## config.mk

```make
export PLATFORM = sky130hd
export DESIGN_NAME = pcm_serial_port
export DESIGN_NICKNAME = d
export VERILOG_FILES = /design/src/rtl/pcm_port_pkg.sv /design/src/rtl/pcm_sync_classifier.sv /design/src/rtl/pcm_tx_serializer.sv /design/src/rtl/pcm_rx_deserializer.sv /design/src/rtl/pcm_serial_port.sv
export SDC_FILE = /design/constraint.sdc
export NUM_CORES = 1
export LEC_CHECK = 0
export BUFFER_PORTS_ARGS = -buffer_cell sky130_fd_sc_hd__clkbuf_2
export CAP_MARGIN = 20
export CELL_PAD_IN_SITES_DETAIL_PLACEMENT = 1
export CELL_PAD_IN_SITES_GLOBAL_PLACEMENT = 1
export CORE_ASPECT_RATIO = 1.4
export CORE_MARGIN = 2
export CORE_UTILIZATION = 40
export DETAILED_ROUTE_END_ITERATION = 16
export GPL_TIMING_DRIVEN = 0
export PLACE_DENSITY = 0.78
export SETUP_SLACK_MARGIN = 0.3
export SLEW_MARGIN = 10
export SYNTH_ARGS = -nofsm -noshare
export SYNTH_HDL_FRONTEND = slang
export SYNTH_SLANG_ARGS = --single-unit
```

## constraint.sdc

```tcl
create_clock -name clk -period 1.7 [get_ports clk]
set_input_delay 0.255 -clock clk [delete_from_list [all_inputs] [get_ports clk]]
set_output_delay 0.255 -clock clk [all_outputs]
set_load 0.005 [all_outputs]
```

## src/rtl/pcm_port_pkg.sv

```systemverilog
package pcm_port_pkg;

    typedef enum logic [1:0] {
        SY_LOW   = 2'd0,
        SY_ONE   = 2'd1,
        SY_MULTI = 2'd2
    } sync_state_e;

    typedef enum logic [1:0] {
        TX_OFF    = 2'd0,
        TX_ARMED  = 2'd1,
        TX_SHIFT  = 2'd2,
        TX_HOLD   = 2'd3
    } tx_state_e;

    typedef enum logic {
        RX_IDLE = 1'b0,
        RX_RUN  = 1'b1
    } rx_state_e;

endpackage

```

## src/rtl/pcm_sync_classifier.sv

```systemverilog
module pcm_sync_classifier
    import pcm_port_pkg::*;
(
    input  logic clk,
    input  logic rst_n,
    input  logic bit_fall,
    input  logic fsync,
    output logic frame_start,
    output logic long_mode
);

    sync_state_e state_q, state_nx;
    logic        long_nx;

    // frame begins on the first fall that sees sync high
    assign frame_start = bit_fall && fsync && (state_q == SY_LOW);

    always_comb begin
        state_nx = state_q;
        long_nx  = long_mode;
        if (bit_fall) begin
            unique case (state_q)
                SY_LOW: begin
                    if (fsync) state_nx = SY_ONE;
                end
                SY_ONE: begin
                    if (fsync) begin
                        state_nx = SY_MULTI;
                    end else begin
                        state_nx = SY_LOW;
                        long_nx  = 1'b0;
                    end
                end
                SY_MULTI: begin
                    if (!fsync) begin
                        state_nx = SY_LOW;
                        long_nx  = 1'b1;
                    end
                end
                default: state_nx = SY_LOW;
            endcase
        end
    end

    always_ff @(posedge clk) begin
        if (!rst_n) begin
            state_q   <= SY_LOW;
            long_mode <= 1'b0;
        end else begin
            state_q   <= state_nx;
            long_mode <= long_nx;
        end
    end

    AST_MODE_ON_FALL_ONLY: assert property (@(posedge clk) disable iff (!rst_n)
        !$stable(long_mode) |-> $past(bit_fall));

endmodule

```

## src/rtl/pcm_tx_serializer.sv

```systemverilog
module pcm_tx_serializer
    import pcm_port_pkg::*;
#(
    parameter int WORD_W       = 13,
    parameter int BLANK_FRAMES = 2
) (
    input  logic              clk,
    input  logic              rst_n,
    input  logic              bit_rise,
    input  logic              bit_fall,
    input  logic              frame_start,
    input  logic              frame_long,
    input  logic              fsync,
    input  logic              pdown,
    input  logic [WORD_W-1:0] tx_word,
    output logic              tx_bit,
    output logic              tx_oe
);

    localparam int IDX_W   = $clog2(WORD_W);
    localparam int BLANK_W = $clog2(BLANK_FRAMES + 1);
    localparam logic [IDX_W-1:0]   LAST_IDX  = IDX_W'(WORD_W - 1);
    localparam logic [BLANK_W-1:0] BLANK_MAX = BLANK_W'(BLANK_FRAMES);

    tx_state_e           state_q, state_nx;
    logic [WORD_W-1:0]   shreg_q, shreg_nx;
    logic [IDX_W-1:0]    idx_q, idx_nx;
    logic [BLANK_W-1:0]  blank_q, blank_nx;
    logic                bit_q, bit_nx;
    logic                oe_q, oe_nx;
    logic                long_q, long_nx;
    logic                mute_q, mute_nx;

    // state register
    always_ff @(posedge clk) begin
        if (!rst_n) begin
            state_q <= TX_OFF;
            shreg_q <= '0;
            idx_q   <= '0;
            blank_q <= '0;
            bit_q   <= 1'b0;
            oe_q    <= 1'b0;
            long_q  <= 1'b0;
            mute_q  <= 1'b0;
        end else begin
            state_q <= state_nx;
            shreg_q <= shreg_nx;
            idx_q   <= idx_nx;
            blank_q <= blank_nx;
            bit_q   <= bit_nx;
            oe_q    <= oe_nx;
            long_q  <= long_nx;
            mute_q  <= mute_nx;
        end
    end

    // transitions and output values
    always_comb begin
        state_nx = state_q;
        shreg_nx = shreg_q;
        idx_nx   = idx_q;
        blank_nx = blank_q;
        bit_nx   = bit_q;
        oe_nx    = oe_q;
        long_nx  = long_q;
        mute_nx  = mute_q;
        if (pdown) begin
            state_nx = TX_OFF;
            oe_nx    = 1'b0;
            blank_nx = BLANK_MAX;
        end else begin
            unique case (state_q)
                TX_OFF: begin
                end
                TX_ARMED: begin
                    if (bit_rise) begin
                        state_nx = TX_SHIFT;
                        idx_nx   = '0;
                        bit_nx   = shreg_q[WORD_W-1];
                        shreg_nx = shreg_q << 1;
                        oe_nx    = !mute_q;
                    end
                end
                TX_SHIFT: begin
                    if (bit_rise && (idx_q < LAST_IDX)) begin
                        idx_nx   = idx_q + IDX_W'(1);
                        bit_nx   = shreg_q[WORD_W-1];
                        shreg_nx = shreg_q << 1;
                    end else if (bit_fall && (idx_q == LAST_IDX)) begin
                        if (!long_q || !fsync) begin
                            state_nx = TX_OFF;
                            oe_nx    = 1'b0;
                        end else begin
                            state_nx = TX_HOLD;
                        end
                    end
                end
                TX_HOLD: begin
                    if (!fsync) begin
                        state_nx = TX_OFF;
                        oe_nx    = 1'b0;
                    end
                end
                default: state_nx = TX_OFF;
            endcase
            if (frame_start) begin
                state_nx = TX_ARMED;
                oe_nx    = 1'b0;
                shreg_nx = tx_word;
                long_nx  = frame_long;
                mute_nx  = (blank_q != '0);
                if (blank_q != '0) blank_nx = blank_q - BLANK_W'(1);
            end
        end
    end

    assign tx_oe  = oe_q;
    assign tx_bit = bit_q & oe_q;

    AST_PDOWN_RELEASES_PAD: assert property (@(posedge clk) disable iff (!rst_n)
        pdown |=> !tx_oe);
    AST_OE_RISES_ON_LAUNCH: assert property (@(posedge clk) disable iff (!rst_n)
        $rose(oe_q) |-> $past(bit_rise));
    AST_SHORT_RELEASE_ON_FALL: assert property (@(posedge clk) disable iff (!rst_n)
        $fell(oe_q) && !$past(pdown) && !$past(long_q) |-> $past(bit_fall));
    AST_LONG_HELD_WHILE_SYNC: assert property (@(posedge clk) disable iff (!rst_n)
        oe_q && long_q && fsync && !pdown && !frame_start |=> oe_q);

endmodule

```

## src/rtl/pcm_rx_deserializer.sv

```systemverilog
module pcm_rx_deserializer
    import pcm_port_pkg::*;
#(
    parameter int WORD_W = 13
) (
    input  logic              clk,
    input  logic              rst_n,
    input  logic              bit_fall,
    input  logic              frame_start,
    input  logic              rx_bit,
    output logic [WORD_W-1:0] rx_word,
    output logic              rx_valid
);

    localparam int CNT_W = $clog2(WORD_W);
    localparam logic [CNT_W-1:0] LAST_CNT = CNT_W'(WORD_W - 1);

    rx_state_e         state_q, state_nx;
    logic [CNT_W-1:0]  cnt_q, cnt_nx;
    logic [WORD_W-1:0] acc_q, acc_nx;
    logic [WORD_W-1:0] word_nx;
    logic              valid_nx;

    always_ff @(posedge clk) begin
        if (!rst_n) begin
            state_q  <= RX_IDLE;
            cnt_q    <= '0;
            acc_q    <= '0;
            rx_word  <= '0;
            rx_valid <= 1'b0;
        end else begin
            state_q  <= state_nx;
            cnt_q    <= cnt_nx;
            acc_q    <= acc_nx;
            rx_word  <= word_nx;
            rx_valid <= valid_nx;
        end
    end

    always_comb begin
        state_nx = state_q;
        cnt_nx   = cnt_q;
        acc_nx   = acc_q;
        word_nx  = rx_word;
        valid_nx = 1'b0;
        if (frame_start) begin
            state_nx = RX_RUN;
            cnt_nx   = '0;
        end else begin
            unique case (state_q)
                RX_IDLE: begin
                end
                RX_RUN: begin
                    if (bit_fall) begin
                        acc_nx = {acc_q[WORD_W-2:0], rx_bit};
                        if (cnt_q == LAST_CNT) begin
                            state_nx = RX_IDLE;
                            word_nx  = {acc_q[WORD_W-2:0], rx_bit};
                            valid_nx = 1'b1;
                        end else begin
                            cnt_nx = cnt_q + CNT_W'(1);
                        end
                    end
                end
                default: state_nx = RX_IDLE;
            endcase
        end
    end

    AST_VALID_SINGLE_CYCLE: assert property (@(posedge clk) disable iff (!rst_n)
        rx_valid |=> !rx_valid);
    AST_VALID_AFTER_FALL: assert property (@(posedge clk) disable iff (!rst_n)
        rx_valid |-> $past(bit_fall));

endmodule

```

## src/rtl/pcm_serial_port.sv

```systemverilog
module pcm_serial_port #(
    parameter int WORD_W       = 13,
    parameter int BLANK_FRAMES = 2
) (
    input  logic              clk,
    input  logic              rst_n,
    input  logic              bclk_in,
    input  logic              fsync_in,
    input  logic              pdown_in,
    input  logic [WORD_W-1:0] tx_sample,
    input  logic              rx_data,
    output logic              tx_data,
    output logic              tx_oe,
    output logic [WORD_W-1:0] rx_word,
    output logic              rx_valid,
    output logic              long_sync
);

    logic bclk_q;
    logic bit_rise;
    logic bit_fall;
    logic frame_start;

    always_ff @(posedge clk) begin
        if (!rst_n) bclk_q <= 1'b0;
        else        bclk_q <= bclk_in;
    end

    assign bit_rise = !bclk_q && bclk_in;
    assign bit_fall = bclk_q && !bclk_in;

    pcm_sync_classifier u_sync (
        .clk         (clk),
        .rst_n       (rst_n),
        .bit_fall    (bit_fall),
        .fsync       (fsync_in),
        .frame_start (frame_start),
        .long_mode   (long_sync)
    );

    pcm_tx_serializer #(
        .WORD_W       (WORD_W),
        .BLANK_FRAMES (BLANK_FRAMES)
    ) u_tx (
        .clk         (clk),
        .rst_n       (rst_n),
        .bit_rise    (bit_rise),
        .bit_fall    (bit_fall),
        .frame_start (frame_start),
        .frame_long  (long_sync),
        .fsync       (fsync_in),
        .pdown       (pdown_in),
        .tx_word     (tx_sample),
        .tx_bit      (tx_data),
        .tx_oe       (tx_oe)
    );

    pcm_rx_deserializer #(
        .WORD_W (WORD_W)
    ) u_rx (
        .clk         (clk),
        .rst_n       (rst_n),
        .bit_fall    (bit_fall),
        .frame_start (frame_start),
        .rx_bit      (rx_data),
        .rx_word     (rx_word),
        .rx_valid    (rx_valid)
    );

    AST_NO_DRIVE_WITHOUT_ENABLE: assert property (@(posedge clk) disable iff (!rst_n)
        !tx_oe |-> !tx_data);

endmodule

```

======== Word-level counts from Yosys, hierarchy flattened ========
Cells that the tools add are included.
word-level totals
  flip-flop bits (word level) ............. 60
  memories kept ........................... 0
  latch bits .............................. 0
  word-level logic and storage cells ...... 124
  output and inout bits ................... 17
  RAM bits ................................ 0
  bits in read-only memories .............. 0
  input bits .............................. 19
cells by class
  shift-type cells ........................ 0
  magnitude comparators ................... 1
  equal/unequal tests ..................... 21
  bitwise gates (word level) .............. 7
  reductions and logical operators ........ 38
  $add $sub $neg .......................... 3
  $mul .................................... 0
  mux-type cells .......................... 36
  div/mod/pow operators ................... 0
operator list
  cell                                                              number
  13-bit 2-to-1 mux                                                 3
  13-bit one-hot mux with 2 select lines                            1
  2-bit 2-to-1 mux                                                  10
  4-bit AND reduction                                               4
  1-bit 2-to-1 mux                                                  14
  2-bit one-hot mux with 3 select lines                             2
  2-bit != test (second input constant)                             5
  5-bit AND reduction                                               2
  2-bit nonzero test                                                5
  3-bit by 2-bit != test with 1-bit output (second input constant)  3
  3-bit AND reduction                                               3
  4-bit by 1-bit adder with 4-bit output (second input constant)    2
  4-bit equality test (second input constant)                       2
  4-bit 2-to-1 mux                                                  2
  2-bit by 1-bit != test with 1-bit output (second input constant)  4
  4-bit one-hot mux with 2 select lines                             1
  2-bit equality test (second input constant)                       3
  1-bit logical AND                                                 6
  3-bit != test (second input constant)                             2
  1-bit NOT                                                         6
  2-bit AND reduction                                               3
  6-bit AND reduction                                               1
  3-bit nonzero test                                                2
  1-bit zero test                                                   5
  other kinds (12)                                                  15

======== Logic depth before layout (Yosys ltp) ========
  depth in word-level cells ............... 7
  gate-level depth with buffers ........... 7
  mapped depth without buffers ............ 6

======== Hierarchy ========
From an unflattened synthesis, not the netlist that was laid out.
second synthesis, totals
  cell total of the unflattened synthesis .. 307
  area, all modules ....................... 2,800.2 sq um
modules (own cells, without submodules)
  module               sequential area each (sq um)  area an instance (sq um)  times used  cells each
  pcm_rx_deserializer  620.6                         1,301.2                   1           142
  pcm_tx_serializer    500.5                         1,300.0                   1           145
  pcm_sync_classifier  60.1                          160.2                     1           16
  pcm_serial_port      20.0                          38.8                      1           4

======== Least setup slack after synthesis ========
No wires, ideal clock.
  kind .................................... register to register
  from .................................... register u_tx.state_q[0]
  to ...................................... register u_tx.shreg_q[10]
  required time ........................... 1.581 ns
  data arrival time ....................... 1.668 ns
  cell stages (with the launch flop) ...... 8
  path buffers ............................ 2
  clock period less this slack ............ 1.787 ns
  setup slack ............................. -0.087 ns
  cell sequence ........................... dfxtp_1 -> inv_1 -> ha_1 -> buf_2 -> o21a_1 -> or3b_1 -> buf_2 -> o221a_2
on the way
  cells in the longest elaborated chain, start to end .. 3
  elaborated cells between the ends (all ways) .. 8
RTL lines
  what                                                                                     line                     source
  from (decl)                                                                              pcm_tx_serializer.sv:25  tx_state_e state_q, state_nx;
  from (signal assigned)                                                                   pcm_tx_serializer.sv:46  state_q <= state_nx;
  2-bit equality test or 2-bit by 1-bit equality test with 1-bit output (tied branches)    pcm_tx_serializer.sv:72  unique case (state_q)
  3-bit by 2-bit != test with 1-bit output (no source line), or another cell as far along  --
  4-bit AND reduction (no source line) or 13-bit 2-to-1 mux (tied branches)                --
  to (signal assigned)                                                                     pcm_tx_serializer.sv:47  shreg_q <= shreg_nx;
  to (decl)                                                                                pcm_tx_serializer.sv:26  logic [WORD_W-1:0] shreg_q, shreg_nx;
Several ways; a longest one is shown, not always the timed one.
A chain may end at the register's enable or synchronous reset.

======== Worst setup path in the final report ========
  from .................................... register u_tx.state_q[1]
  to ...................................... register u_tx.shreg_q[5]
The elaborated chain is that of the path after synthesis.

==> results.txt <==
Worst path max stage delay -> 0.44 ns
Post-synthesis cell count -> 260
Routed WL -> 7.82 mm
Diode count -> 0
Initial Util -> 0.408
Total power -> 3.17 mW
Combinational Power Share -> 0.066
Internal cell power -> 2.47 mW
Num rows -> 35
CP arrival -> 2.03 ns
Syn-to-layout area delta -> 43.1%
GRT Overall Usage -> 0.221
Kind of critical path -> flop to flop
Num ports -> 36
Measured slew at the worst slew-check pin -> 0.511 ns
CP max stage cell -> or3b_4
CTS root buf -> clkbuf_8
Max cap viols -> 0
Syn_area_per_cell -> 10.2 sq um
Cts bufs inserted -> 9
Unrepaired setup endpoints after global routing -> yes
Critical path buffer and inverter count -> 3
Clk slew on worst S/H paths -> 0.07 ns
Die area -> 0.00729 sq mm
Die width -> 72.8 microns
Worst vdd ir -> 0.552 mV
# DRC -> 0
Yosys reg bits -> 60
Skew-Pair Late Insertion Delay -> 0.34 ns
# fillers -> 710
Most frequent cells in the layout -> dfxtp_1, clkbuf_2, nor2b_1
Hold buffer count at cts -> 0
Die height -> 100 microns
Pin count of the biggest net entering global routing -> 11
Post-synthesis async set-or-reset flop share -> 0
Commonest non-fill, non-tap cell in the layout -> dfxtp_1
Sw Ratio -> 0.221
Critical-path cell list -> inv_4 > ha_4 > inv_1 > o211ai_1 > or3b_4 > buf_6 > o221a_4
Failing checks -> setup timing
Final core utilization -> 0.585
Post-synth EDFFs -> 0
Synth warn -> 0
1st-iter DRT viols -> 58
Startpoint Class -> flop
Run status -> finished with violations
Post-Syn Area -> 0.00265 sq mm
Final period utilization -> 1.06
Vias -> 2254
Worst Skew -> 0.00543 ns
Post-synth top area cell -> dfxtp_1
GRT overflow -> 0
Final Hold Vio Count -> 0
Layout cells sized above 1 -> 0.402
Sequential element share of the synthesized area -> 0.454
Fmax -> 557 MHz
Worst endpoint required time -> 1.93 ns
Global-route wire length before repair -> 12.2 mm
Slew Limit Fails -> 0
WHS Path Cells -> 3
Clk pwr share -> 0.481
Nets -> 363
Worst reg2reg path depth -> 7
Rel. slew slack -> 0.660
Top delay family on crit path -> simple AND/OR/NAND/NOR gates
Leak Pwr -> 1.43 nW
Design Area, Final -> 0.00379 sq mm
H-tree Lvls -> 3
Setup WS post-layout -> -0.0969 ns
Final Setup Violations -> 13
Sink Count -> 60
Core Footprint -> 0.00648 sq mm
Max Root-Sink Buffers -> 2
Sequential power share -> 0.453
DPL Wire Length -> 4.43 mm
Post-layout min period -> 1.80 ns
Vias per inst -> 5.43
PwrDens -> 835 mW/mm^2
IO buf count -> 34
Vias in the first global route -> 2460
TritonCTS clock tree -> done
Cell area after placement -> 0.00300 sq mm
GP Congestion -> 0.844
Synth top area share -> 0.454
Hold Path Class -> input port to flop
Routed length per instance -> 18.9 microns
Number of cells on the critical path -> 7
1st-pass router iterations -> 6
Ranking of synthesized cells by area -> dfxtp_1, mux2i_1, nor2b_1
Switching power -> 0.700 mW
Total negative setup slack -> -1.02 ns
Distinct cells, synth -> 46
Post-synth top flop -> dfxtp_1
Crit end category -> flop
Routed Antenna Nets -> 0
Antenna violations before repair -> 0
Syn_nets -> 287
DP Worst Slack -> -0.131 ns
Maximum fanout along the worst path -> 5
worst paths after layout:
path                   startpoint              end  slack [ns]
setup / recovery  u_tx.state_q[1]  u_tx.shreg_q[5]        -0.1
hold / removal            rx_data  u_rx.rx_word[0]        0.21
setup reg to reg  u_tx.state_q[1]  u_tx.shreg_q[5]        -0.1
hold reg to reg        u_tx.tx_oe       u_tx.tx_oe        0.49
worst reg2reg max path, cell delays in order, from the launching register on:
cell      delay (ns)
dfxtp_4         0.39
inv_4           0.05
ha_4            0.18
inv_1           0.09
o211ai_1        0.14
or3b_4          0.44
buf_6           0.16
o221a_4         0.25
cells by family after synthesis:
family	Yosys count	synth area share
compound gates	55	0.164
flops	60	0.454
mux	30	0.113
simple gates	81	0.184
xor+xnor	3	0.00993
buf+inv	23	0.0369
fa+ha+maj	8	0.0378
power groups by stage:
stage | sequential (mW) | clock (mW) | combinational (mW)
2_1_floorplan | 1.46 | 0 | 0.0932
3_3_place_gp | 1.47 | 0 | 0.143
3_5_place_dp | 1.47 | 0 | 0.148
4_1_cts | 1.43 | 1.54 | 0.197
5_1_grt | 1.43 | 1.60 | 0.223
6_report | 1.43 | 1.52 | 0.208
cells in the mapped netlist, drive strengths merged, types with 2 or more instances:
cell type	count
a21boi	3
a21oi	4
a31oi	3
and2	5
buf	8
clkbuf	5
dfxtp	60
ha	8
inv	10
mux2i	30
nand2	10
nand2b	4
nand3	7
nand4	3
nor2	8
nor2b	32
nor3	3
nor3b	2
o21a	13
o21ai	9
o221a	13
o31ai	2
xor2	2
stage by stage:
step / std cells / hold slack, ns
2_1_floorplan: 260 / 0.382
3_3_place_gp: 368 / 0.461
3_5_place_dp: 368 / 0.474
4_1_cts: 407 / 0.178
5_1_grt: 415 / 0.215
6_report: 415 / 0.211
sequential cells by signal, indices dropped and copies added (netlist names), 2 cells and up:
register        flops
u_rx.rx_word       13
u_tx.shreg_q       13
u_rx.acc_q         12
u_rx.cnt_q          4
u_tx.idx_q          4
u_sync.state_q      2
u_tx.blank_q        2
u_tx.state_q        2
final cells by class:
class | instances | area (sq um) | area share
clock buffers | 13 | 169 | 0.0446
clock inverters | 3 | 67.6 | 0.0178
plain buffers | 13 | 98.8 | 0.0261
flip-flops and latches | 60 | 1220 | 0.323
inverters | 10 | 47.5 | 0.0125
multi-input cells | 177 | 1630 | 0.431
well taps | 74 | 92.6 | 0.0244
repair buffers | 65 | 457 | 0.121
timing repair:
| action | 4_1_cts | 5_1_grt |
|---|---|---|
| gates resized for setup | 53 | 13 |
| setup endpoints to repair | 47 | 53 |
| pin swaps | 11 | 11 |
| buffers inserted | 20 | 8 |
| gates cloned | 3 | 0 |
per-layer routing:
layer | share of wire | track usage
met5 | 0 | 0
met4 | 0.015 | 0.0741
met3 | 0.030 | 0.0612
met2 | 0.56 | 0.402
met1 | 0.39 | 0.241
Power figures use the tool's default switching activity.
